### src/rtl/dac_cmd_pkg.sv
// Shared types for the serial DAC command core.
// Assumes: the operation code sits in the two MSBs of the frame.
package dac_cmd_pkg;

    // Operation codes carried in word bits [15:14].
    typedef enum logic [1:0] {
        OP_STAGE    = 2'b00,
        OP_COMMIT   = 2'b01,
        OP_LOAD_ALL = 2'b10,
        OP_EXTENDED = 2'b11
    } op_e;

    // Upper two bits of the extended sub-command field.
    typedef enum logic [1:0] {
        XG_IDLE  = 2'b00,
        XG_SLEEP = 2'b01,
        XG_LOGIC = 2'b10,
        XG_PHASE = 2'b11
    } xgroup_e;

endpackage

### src/rtl/dac_serial_rx.sv
// Samples the three serial pins in the system clock domain. It finds the
// serial clock edges, shifts bits into a frame register and flags a complete
// frame when the select rises after exactly FRAME_BITS rising edges.
// Assumes: the serial clock is slower than clk/4 and pins are glitch free.
module dac_serial_rx #(
    parameter int FRAME_BITS = 16,
    parameter int TAIL_BITS  = 2,
    localparam int HEAD_W    = FRAME_BITS - TAIL_BITS,
    localparam int CNT_MAX   = FRAME_BITS + 1,
    localparam int CNT_W     = $clog2(FRAME_BITS + 2)
) (
    input  logic              clk,
    input  logic              rst_n,
    input  logic              cs_n,
    input  logic              sclk,
    input  logic              din,
    output logic [HEAD_W-1:0] frame_head,
    output logic              frame_valid,
    output logic              shift_msb,
    output logic              sclk_fall
);

    logic                  cs_q1, cs_q2;
    logic                  sck_q1, sck_q2;
    logic                  din_q1;
    logic                  sclk_rise;
    logic                  cs_release;
    logic [FRAME_BITS-1:0] shreg;
    logic [CNT_W-1:0]      edge_cnt;

    // Two-stage pin capture for edge detection.
    always_ff @(posedge clk) begin
        if (!rst_n) begin
            cs_q1  <= 1'b1;
            cs_q2  <= 1'b1;
            sck_q1 <= 1'b0;
            sck_q2 <= 1'b0;
            din_q1 <= 1'b0;
        end else begin
            cs_q1  <= cs_n;
            cs_q2  <= cs_q1;
            sck_q1 <= sclk;
            sck_q2 <= sck_q1;
            din_q1 <= din;
        end
    end

    assign sclk_rise  = sck_q1 & ~sck_q2 & ~cs_q1;
    assign sclk_fall  = ~sck_q1 & sck_q2 & ~cs_q1;
    assign cs_release = cs_q1 & ~cs_q2;

    // Shift register, MSB first; not cleared between frames (daisy chain).
    always_ff @(posedge clk) begin
        if (!rst_n) begin
            shreg <= '0;
        end else if (sclk_rise) begin
            shreg <= {shreg[FRAME_BITS-2:0], din_q1};
        end
    end

    // Rising edge counter, saturating one above a full frame.
    always_ff @(posedge clk) begin
        if (!rst_n || cs_q1) begin
            edge_cnt <= '0;
        end else if (sclk_rise && edge_cnt != CNT_W'(CNT_MAX)) begin
            edge_cnt <= edge_cnt + 1'b1;
        end
    end

    assign frame_valid = cs_release && (edge_cnt == CNT_W'(FRAME_BITS));
    assign frame_head  = shreg[FRAME_BITS-1:TAIL_BITS];
    assign shift_msb   = shreg[FRAME_BITS-1];

endmodule

### src/rtl/dac_dout_stage.sv
// Serial output driver. It passes the shift-register MSB straight through,
// or re-times it on the falling serial edge for half a clock more lag.
// Assumes: sclk_fall is a one-cycle strobe qualified by the select.
module dac_dout_stage (
    input  logic clk,
    input  logic rst_n,
    input  logic shift_msb,
    input  logic sclk_fall,
    input  logic half_delay,
    output logic dout
);

    logic late_bit;

    // Falling-edge copy of the shift-register MSB.
    always_ff @(posedge clk) begin
        if (!rst_n) begin
            late_bit <= 1'b0;
        end else if (sclk_fall) begin
            late_bit <= shift_msb;
        end
    end

    assign dout = half_delay ? late_bit : shift_msb;

endmodule

### src/rtl/dac_cmd_exec.sv
// Decodes a completed frame head and updates the two-stage code store, the
// logic output, the output phase and the power-controller pulses. The clear
// input has priority over a frame executing in the same cycle.
// Assumes: frame_valid is a single-cycle strobe.
module dac_cmd_exec
    import dac_cmd_pkg::*;
#(
    parameter int DATA_W  = 12,
    localparam int HEAD_W = DATA_W + 2,
    localparam logic [DATA_W-1:0] MID_CODE = {1'b1, {(DATA_W-1){1'b0}}}
) (
    input  logic              clk,
    input  logic              rst_n,
    input  logic [HEAD_W-1:0] frame_head,
    input  logic              frame_valid,
    input  logic              clr_n,
    input  logic              rsel,
    output logic [DATA_W-1:0] held_code,
    output logic [DATA_W-1:0] dac_code,
    output logic              upo,
    output logic              half_delay,
    output logic              shdn_req,
    output logic              wake
);

    op_e              op;
    logic [DATA_W-1:0] data;
    xgroup_e          xgrp;
    logic             xlsb;
    logic             do_stage, do_commit, do_all, do_ext;

    assign op   = op_e'(frame_head[HEAD_W-1 -: 2]);
    assign data = frame_head[DATA_W-1:0];
    assign xgrp = xgroup_e'(data[DATA_W-1 -: 2]);
    assign xlsb = data[DATA_W-3];

    // Qualified operation strobes.
    always_comb begin
        do_stage  = frame_valid && (op == OP_STAGE);
        do_commit = frame_valid && (op == OP_COMMIT);
        do_all    = frame_valid && (op == OP_LOAD_ALL);
        do_ext    = frame_valid && (op == OP_EXTENDED);
    end

    // Staging register.
    always_ff @(posedge clk) begin
        if (!rst_n) begin
            held_code <= '0;
        end else if (do_stage || do_all) begin
            held_code <= data;
        end
    end

    // Converter register with clear priority.
    always_ff @(posedge clk) begin
        if (!rst_n) begin
            dac_code <= '0;
        end else if (!clr_n) begin
            dac_code <= rsel ? MID_CODE : '0;
        end else if (do_commit) begin
            dac_code <= held_code;
        end else if (do_all) begin
            dac_code <= data;
        end
    end

    // User logic output; clear returns it to low.
    always_ff @(posedge clk) begin
        if (!rst_n || !clr_n) begin
            upo <= 1'b0;
        end else if (do_ext && xgrp == XG_LOGIC) begin
            upo <= xlsb;
        end
    end

    // Serial output phase select: sub-command 110 delays, 111 is direct.
    always_ff @(posedge clk) begin
        if (!rst_n) begin
            half_delay <= 1'b0;
        end else if (do_ext && xgrp == XG_PHASE) begin
            half_delay <= ~xlsb;
        end
    end

    // Single-cycle requests to the power controller.
    always_ff @(posedge clk) begin
        if (!rst_n) begin
            shdn_req <= 1'b0;
            wake     <= 1'b0;
        end else begin
            shdn_req <= do_ext && (xgrp == XG_SLEEP);
            wake     <= do_commit || do_all;
        end
    end

endmodule

### src/rtl/dac_cmd_core.sv
// Top of the serial DAC command core: serial receiver, command executor and
// serial output driver. Frame length and code width follow DATA_W.
// Assumes: all inputs are synchronous to clk or slow enough to be sampled.
module dac_cmd_core #(
    parameter int DATA_W = 12
) (
    input  logic              clk,
    input  logic              rst_n,
    input  logic              cs_n,
    input  logic              sclk,
    input  logic              din,
    input  logic              clr_n,
    input  logic              rsel,
    output logic              dout,
    output logic [DATA_W-1:0] held_code,
    output logic [DATA_W-1:0] dac_code,
    output logic              upo,
    output logic              shdn_req,
    output logic              wake
);

    localparam int TAIL_BITS  = 2;
    localparam int FRAME_BITS = DATA_W + 2 + TAIL_BITS;
    localparam int HEAD_W     = FRAME_BITS - TAIL_BITS;

    logic [HEAD_W-1:0] frame_head;
    logic              frame_valid;
    logic              shift_msb;
    logic              sclk_fall;
    logic              half_delay;

    dac_serial_rx #(
        .FRAME_BITS (FRAME_BITS),
        .TAIL_BITS  (TAIL_BITS)
    ) i_rx (
        .clk         (clk),
        .rst_n       (rst_n),
        .cs_n        (cs_n),
        .sclk        (sclk),
        .din         (din),
        .frame_head  (frame_head),
        .frame_valid (frame_valid),
        .shift_msb   (shift_msb),
        .sclk_fall   (sclk_fall)
    );

    dac_cmd_exec #(
        .DATA_W (DATA_W)
    ) i_exec (
        .clk         (clk),
        .rst_n       (rst_n),
        .frame_head  (frame_head),
        .frame_valid (frame_valid),
        .clr_n       (clr_n),
        .rsel        (rsel),
        .held_code   (held_code),
        .dac_code    (dac_code),
        .upo         (upo),
        .half_delay  (half_delay),
        .shdn_req    (shdn_req),
        .wake        (wake)
    );

    dac_dout_stage i_dout (
        .clk        (clk),
        .rst_n      (rst_n),
        .shift_msb  (shift_msb),
        .sclk_fall  (sclk_fall),
        .half_delay (half_delay),
        .dout       (dout)
    );

endmodule

### config.mk
export PLATFORM = sky130hd
export DESIGN_NAME = dac_cmd_core
export DESIGN_NICKNAME = d
export VERILOG_FILES = /design/src/rtl/dac_cmd_pkg.sv /design/src/rtl/dac_serial_rx.sv /design/src/rtl/dac_dout_stage.sv /design/src/rtl/dac_cmd_exec.sv /design/src/rtl/dac_cmd_core.sv
export SDC_FILE = /design/constraint.sdc
export NUM_CORES = 1
export LEC_CHECK = 0
export BUFFER_PORTS_ARGS = -buffer_cell sky130_fd_sc_hd__buf_2
export CAP_MARGIN = 0
export CORE_MARGIN = 2
export CORE_UTILIZATION = 55
export DETAILED_ROUTE_END_ITERATION = 10
export MAX_ROUTING_LAYER = met4
export PLACE_DENSITY = 0.82
export SLEW_MARGIN = 20
export SYNTH_ARGS = -nofsm -noshare
export SYNTH_HDL_FRONTEND = slang
export SYNTH_SLANG_ARGS = --single-unit
### constraint.sdc
create_clock -name clk -period 2.2 [get_ports clk]
set_clock_uncertainty 0.05 [all_clocks]
set_input_delay 0.22 -clock clk [delete_from_list [all_inputs] [get_ports clk]]
set_output_delay 0.22 -clock clk [all_outputs]
set_load 0.02 [all_outputs]
* After elaboration in Yosys (flattened, before gate mapping)
Index checks and enable logic that the tools add are counted.
** Operators by class
- Add/sub/neg operators :: 1
- Equality and inequality tests :: 9
- Muxes and demuxes :: 5
- Bitwise logic cells :: 10
- Reductions and logical operators :: 16
** Operators by type and width (count)
- 12-bit 2-to-1 mux :: 4
- 1-bit logical AND :: 9
- 2-bit == test, second input constant :: 4
- 5-bit by 1-bit adder with 5-bit output, second input constant :: 1
- 1-bit bitwise AND :: 5
- 5-bit == test, second input constant :: 1
- 5-bit inequality test, second input constant :: 1
- 1-bit inverter :: 5
- 2-bit by 1-bit == test with 1-bit output, second input constant :: 2
- 1-bit logical OR :: 4
- 3-bit by 1-bit inequality test with 1-bit output, second input constant :: 1
- 1-bit zero test :: 2
- 2-bit zero test :: 1
- 1-bit 2-to-1 mux :: 1
** Word-level totals
- Register bits :: 55
- Output and inout bits :: 28

* Logic depth before layout (Yosys ltp)
- Depth after elaboration :: 7
- Depth in mapped cells :: 7

* Cells and area by module
A second synthesis with hierarchy kept.
** Second synthesis, totals
- Cells, all modules :: 254
- Area total of the unflattened synthesis :: 2326.0 um2
** By module, submodules not included
- dac_cmd_exec :: instances 1, cells each 122, area an instance 1147.4 um2
- dac_serial_rx :: instances 1, cells each 128, area an instance 1127.3 um2
- dac_dout_stage :: instances 1, cells each 4, area an instance 51.3 um2

* Worst setup path after synthesis
Ideal clock, no wire load.
- Path kind :: register to register
- From :: register i_rx.edge_cnt[2]
- To :: register i_exec.upo
- Arrival time :: 1.481 ns
- Data required time :: 2.080 ns
- Slack :: 0.599 ns
- Stages on the path, launching flop included :: 5
- Cell sequence :: dfxtp_1 > or3b_4 > or2_4 > or3_1 > a21oi_1
** Between the ends
- Word-level cells in the longest chain between the ends :: 4
** Ends and longest elaborated chain
- start: declaration :: line dac_serial_rx.sv:29 : logic [CNT_W-1:0] edge_cnt;
- start signal: assignment :: line dac_serial_rx.sv:66 : edge_cnt <= edge_cnt + 1'b1;
- 5-bit == test :: line dac_serial_rx.sv:70 : assign frame_valid = cs_release && (edge_cnt == CNT_W'(FRAME_BITS));
- 1-bit logical AND :: line dac_serial_rx.sv:70
- 1-bit logical AND :: line dac_cmd_exec.sv:42 : do_ext = frame_valid && (op == OP_EXTENDED);
- 1-bit logical AND :: line dac_cmd_exec.sv:71 : end else if (do_ext && xgrp == XG_LOGIC) begin
- end signal: assignment :: line dac_cmd_exec.sv:72 : upo <= xlsb;
- end: declaration :: line dac_cmd_exec.sv:20 : output logic upo,
Every way passes these cells.
A chain may end at the register's enable or synchronous reset.

* Worst setup path after layout
- From :: register i_rx.edge_cnt[0]
- To :: register i_exec.dac_code[2]
** Between the ends
- Word-level cells in the longest chain between the ends :: 5
- Elaborated cells between the ends (all ways) :: 7
- Classes of those cells :: eq/ne (2); mux (2); reduce/logical (3)
** Ends and longest elaborated chain
- 5-bit == test (*) :: line dac_serial_rx.sv:70
- 1-bit logical AND (*) :: line dac_serial_rx.sv:70
- 1-bit logical AND :: line dac_cmd_exec.sv:40 : do_commit = frame_valid && (op == OP_COMMIT);
- 12-bit 2-to-1 mux :: line dac_cmd_exec.sv:60 : end else if (do_commit) begin
- 12-bit 2-to-1 mux :: line dac_cmd_exec.sv:58 : end else if (!clr_n) begin
- end signal: assignment :: line dac_cmd_exec.sv:59 : dac_code <= rsel ? MID_CODE : '0;
- end signal: assignment :: line dac_cmd_exec.sv:61 : dac_code <= held_code;
- end signal: assignment :: line dac_cmd_exec.sv:63 : dac_code <= data;
- end: declaration :: line dac_cmd_exec.sv:19 : output logic [DATA_W-1:0] dac_code,
Every way passes the cells marked *; elsewhere a longest branch is shown, timed or not.

==> reports/summary.log <==
qor: timing.fin_crit 1750 ps
qor: placement.numPlacedInstances 316
qor: logic_synthesis.synth_async_sr_flop_share 0%
qor: floorplan.design.die.area 4600 um2
qor: logic_synthesis.synth_fp_nets 249
qor: route.detail_route.drc_violations 0
qor: route.routed_wl 4530 um
qor: final_layout.fin_cells 323
qor: logic_synthesis.synth_top_area_share 49.1%
qor: worst_setup_path.cp-start-kind flip-flop
qor: placement.detailed_place_hpwl 3020 um
qor: timing.worst_hold_slack 60.2 ps
qor: route.detail_route.vias_per_cell 5.46
qor: timing.peak_clock_frequency_supported_by_timing 571 MHz
qor: global_routing.global_route_overflow 0
qor: global_routing.antenna_found_initial 0
qor: route.drt_first_iter_violations 182
qor: final_layout.area_added_between_synthesis_and_finish 13.7%
qor: global_routing.wire_length_of_the_first_global_routing_pass 7490 um
qor: logic_synthesis.synth.lib_cells_used.distinct 39
qor: floorplan.die_height 67.8 um
qor: logic_synthesis.postSynthAreaPerCell 9.38 um2
qor: floorplan.core_region_area 3970 um2
qor: power.leakage_power_of_the_design 0.000918 uW
qor: timing.rsz0062_at_grt no
qor: final_layout.n_antenna_cell 0
qor: cts.htree_num_levels 2
qor: global_routing.grt_start_max_net_pins 29
qor: floorplan.rows 23
qor: worst_setup_path.crit_chain inv_1 -> ha_1 -> nand3b_1 -> or2_4 -> o31ai_1 -> a2111oi_0
qor: logic_synthesis.yosys_warnings 0
qor: worst_setup_path.crit_path_max_fanout 5
qor: floorplan.floorplan.die.width 67.8 um
qor: timing.worst_pin_slew 647 ps
qor: worst_setup_path.worst_r2r_startpoint i_rx.edge_cnt[0]
qor: power.totalPowerFinal 1590 uW
qor: worst_setup_path.crit_path_required_time 2340 ps
qor: cts.cts_hold_buffers 0
qor: power.powerDensity 624 nW/um2
qor: logic_synthesis.netlist_top_cells_area dfxtp_1 49%, mux2i_1 6.3%, nand2_1 5.7%
qor: global_routing.globalRouteTotalUtil 22.7%
qor: timing.final_hold_violations 0
qor: logic_synthesis.count_of_state_elements_after_synthesis 55
qor: timing.number_of_pins_with_negative_max_slew_slack_in_the_final_report 0
qor: route.first_pass_iters 4
qor: route.via_count 1764
qor: worst_setup_path.cp_num_buf_inv 1
qor: final_layout.register_area 1100 um2
qor: logic_synthesis.ys_dominant_reg_cell dfxtp_1
qor: final_layout.multiInputGateArea 1050 um2
qor: logic_synthesis.post_synth_most_frequent_cells 55 x dfxtp_1, 34 x nand2_1, 18 x nor2_1
qor: logic_synthesis.synth_top_area_cell dfxtp_1
qor: timing.period_share 79.7%
qor: cts.tritoncts done
qor: worst_hold_path.holdCritPathClass in -> reg
qor: final_layout.layout.filler_cells 336
qor: power.power.ir.vdd_worst 361 uV
qor: floorplan.initial_core_util 56.4%
qor: worst_setup_path.critPathSlowestCell dfxtp_1
qor: final_layout.final_nets 283
qor: cts.worstSkewPairLatency 300 ps
qor: final_layout.layout-drive-gt1-share 20.1%
qor: logic_synthesis.synthesis.instances 239
qor: cts.clock_tree.buffer_depth 2
qor: cts.cts_inserted_buffers 5
qor: logic_synthesis.seq_area_frac_synth 49.1%
qor: logic_synthesis.syn-cell-area 2240 um2
qor: timing.final_setup_tns 0 ps
qor: worst_setup_path.largest_delay_share_family_worst_path compound AO/OA/AOI/OAI gates
qor: global_routing.first_global_vias 1647
qor: timing.timing.slew.headroom 56.7%
qor: logic_synthesis.synth.most_common_cell dfxtp_1
qor: worst_hold_path.holdCritStartpoint cs_n
qor: timing.final-setup-viol-count 0
qor: cts.clk_pin_slew 100 ps
qor: worst_setup_path.critPathKind reg -> reg
qor: cts.root_buffer clkbuf_8
qor: placement.place_congestion 0.784
qor: cts.clkSinkCount 55
qor: worst_setup_path.arrival 1900 ps
qor: cts.cts_repair_resize_count 0
qor: run.max-cap-violations 0
qor: route.average_wire_per_cell_in_the_routed_design 14.0 um
qor: worst_setup_path.cpPeakStageDelay 440 ps
qor: floorplan.pin_count 35
qor: placement.count_of_port_buffers_added_during_placement 34
qor: worst_setup_path.worst_setup_path_end_kind flip-flop
qor: worst_setup_path.critical_path.startpoint i_rx.edge_cnt[0]
qor: status.status finished clean
qor: logic_synthesis.number_of_enable_type_register_cells_in_the_synthesized_netlist 0
qor: cts.cts_setup_buffers 0
qor: route.antenna_nets_post_route 0
-- final timing paths --
kind                                      endpoint  depth (start not counted)  slack (ps)
worst max-delay path            i_exec.dac_code[2]                          6         450
worst max register to register  i_exec.dac_code[2]                          6         450
worst min register to register       i_rx.shreg[0]                          2         390
worst min-delay path                    i_rx.cs_q1                          2          60
-- cells in the final DEF (no fill, tap or decap), types with 3 or more instances in the layout --
cell,instances
dfxtp_1,55
and2_1,4
nor2_1,18
inv_1,6
nand4_1,3
o21ai_0,4
a211oi_1,10
o22ai_1,11
mux2i_1,14
ha_1,3
nor2b_1,13
a21boi_0,16
buf_4,8
buf_2,34
clkbuf_8,5
nand2b_1,7
nand2_1,34
-- state kept, by name (all words and copies together) (netlist names) --
name and count:
i_exec.wake 1, i_exec.dac_code 12, i_exec.held_code 12, i_rx.cs_q1 1, i_dout.late_bit 1, i_exec.shdn_req 1
i_rx.edge_cnt 5, i_rx.sck_q1 1, i_exec.upo 1, i_rx.cs_q2 1, i_rx.sck_q2 1, i_exec.half_delay 1
i_rx.shreg 16, i_rx.din_q1 1
-- layer usage --
layer / global-route usage, % / wire length, um
met1: 28.1 / 2150
met4: 7.75 / 32
met5: - / 0
met3: 6.09 / 137
met2: 35.8 / 2200
-- stage by stage --
step / setup WS (ps) / area (um2) / utilization [%]
2_1_floorplan: 599 / 2240 / -
3_3_place_gp: 553 / 2460 / 62.1
3_5_place_dp: 474 / 2460 / 62.1
4_1_cts: 458 / 2550 / 64.1
5_1_grt: 193 / 2550 / 64.1
6_report: 447 / 2550 / 64.1
-- cells by family (layout without fill, tap and decap cells) --
group | Yosys count | in the layout | synth area share, %
AND/OR/NAND/NOR | 92 | 92 | 21.4
flip-flops | 55 | 55 | 49.1
AO/OA/AOI/OAI | 50 | 50 | 15.7
buffers and inverters | 21 | 55 | 4.08
multiplexers | 15 | 15 | 6.76
adder cells (fa/ha/maj) | 3 | 3 | 1.68
XOR/XNOR | 3 | 3 | 1.17
-- cell type report --
class | instances | share of cell area, %
clock buffer | 5 | 2.70
timing repair buffer | 42 | 9.04
clock inverter | 2 | 0.540
sequential | 55 | 43.2
inverter | 6 | 0.884
multi-input combinational | 163 | 41.2
tap | 50 | 2.46
-- where the power goes --
part / total [uW] / switching [uW] / internal (uW) / leakage (uW)
combinational: 45.7 / 26.1 / 19.6 / 0.000430
clock: 539 / 320 / 219 / 0.0000440
sequential: 1000 / 3.83 / 1000 / 0.000444
Power figures use the tool's default switching activity.
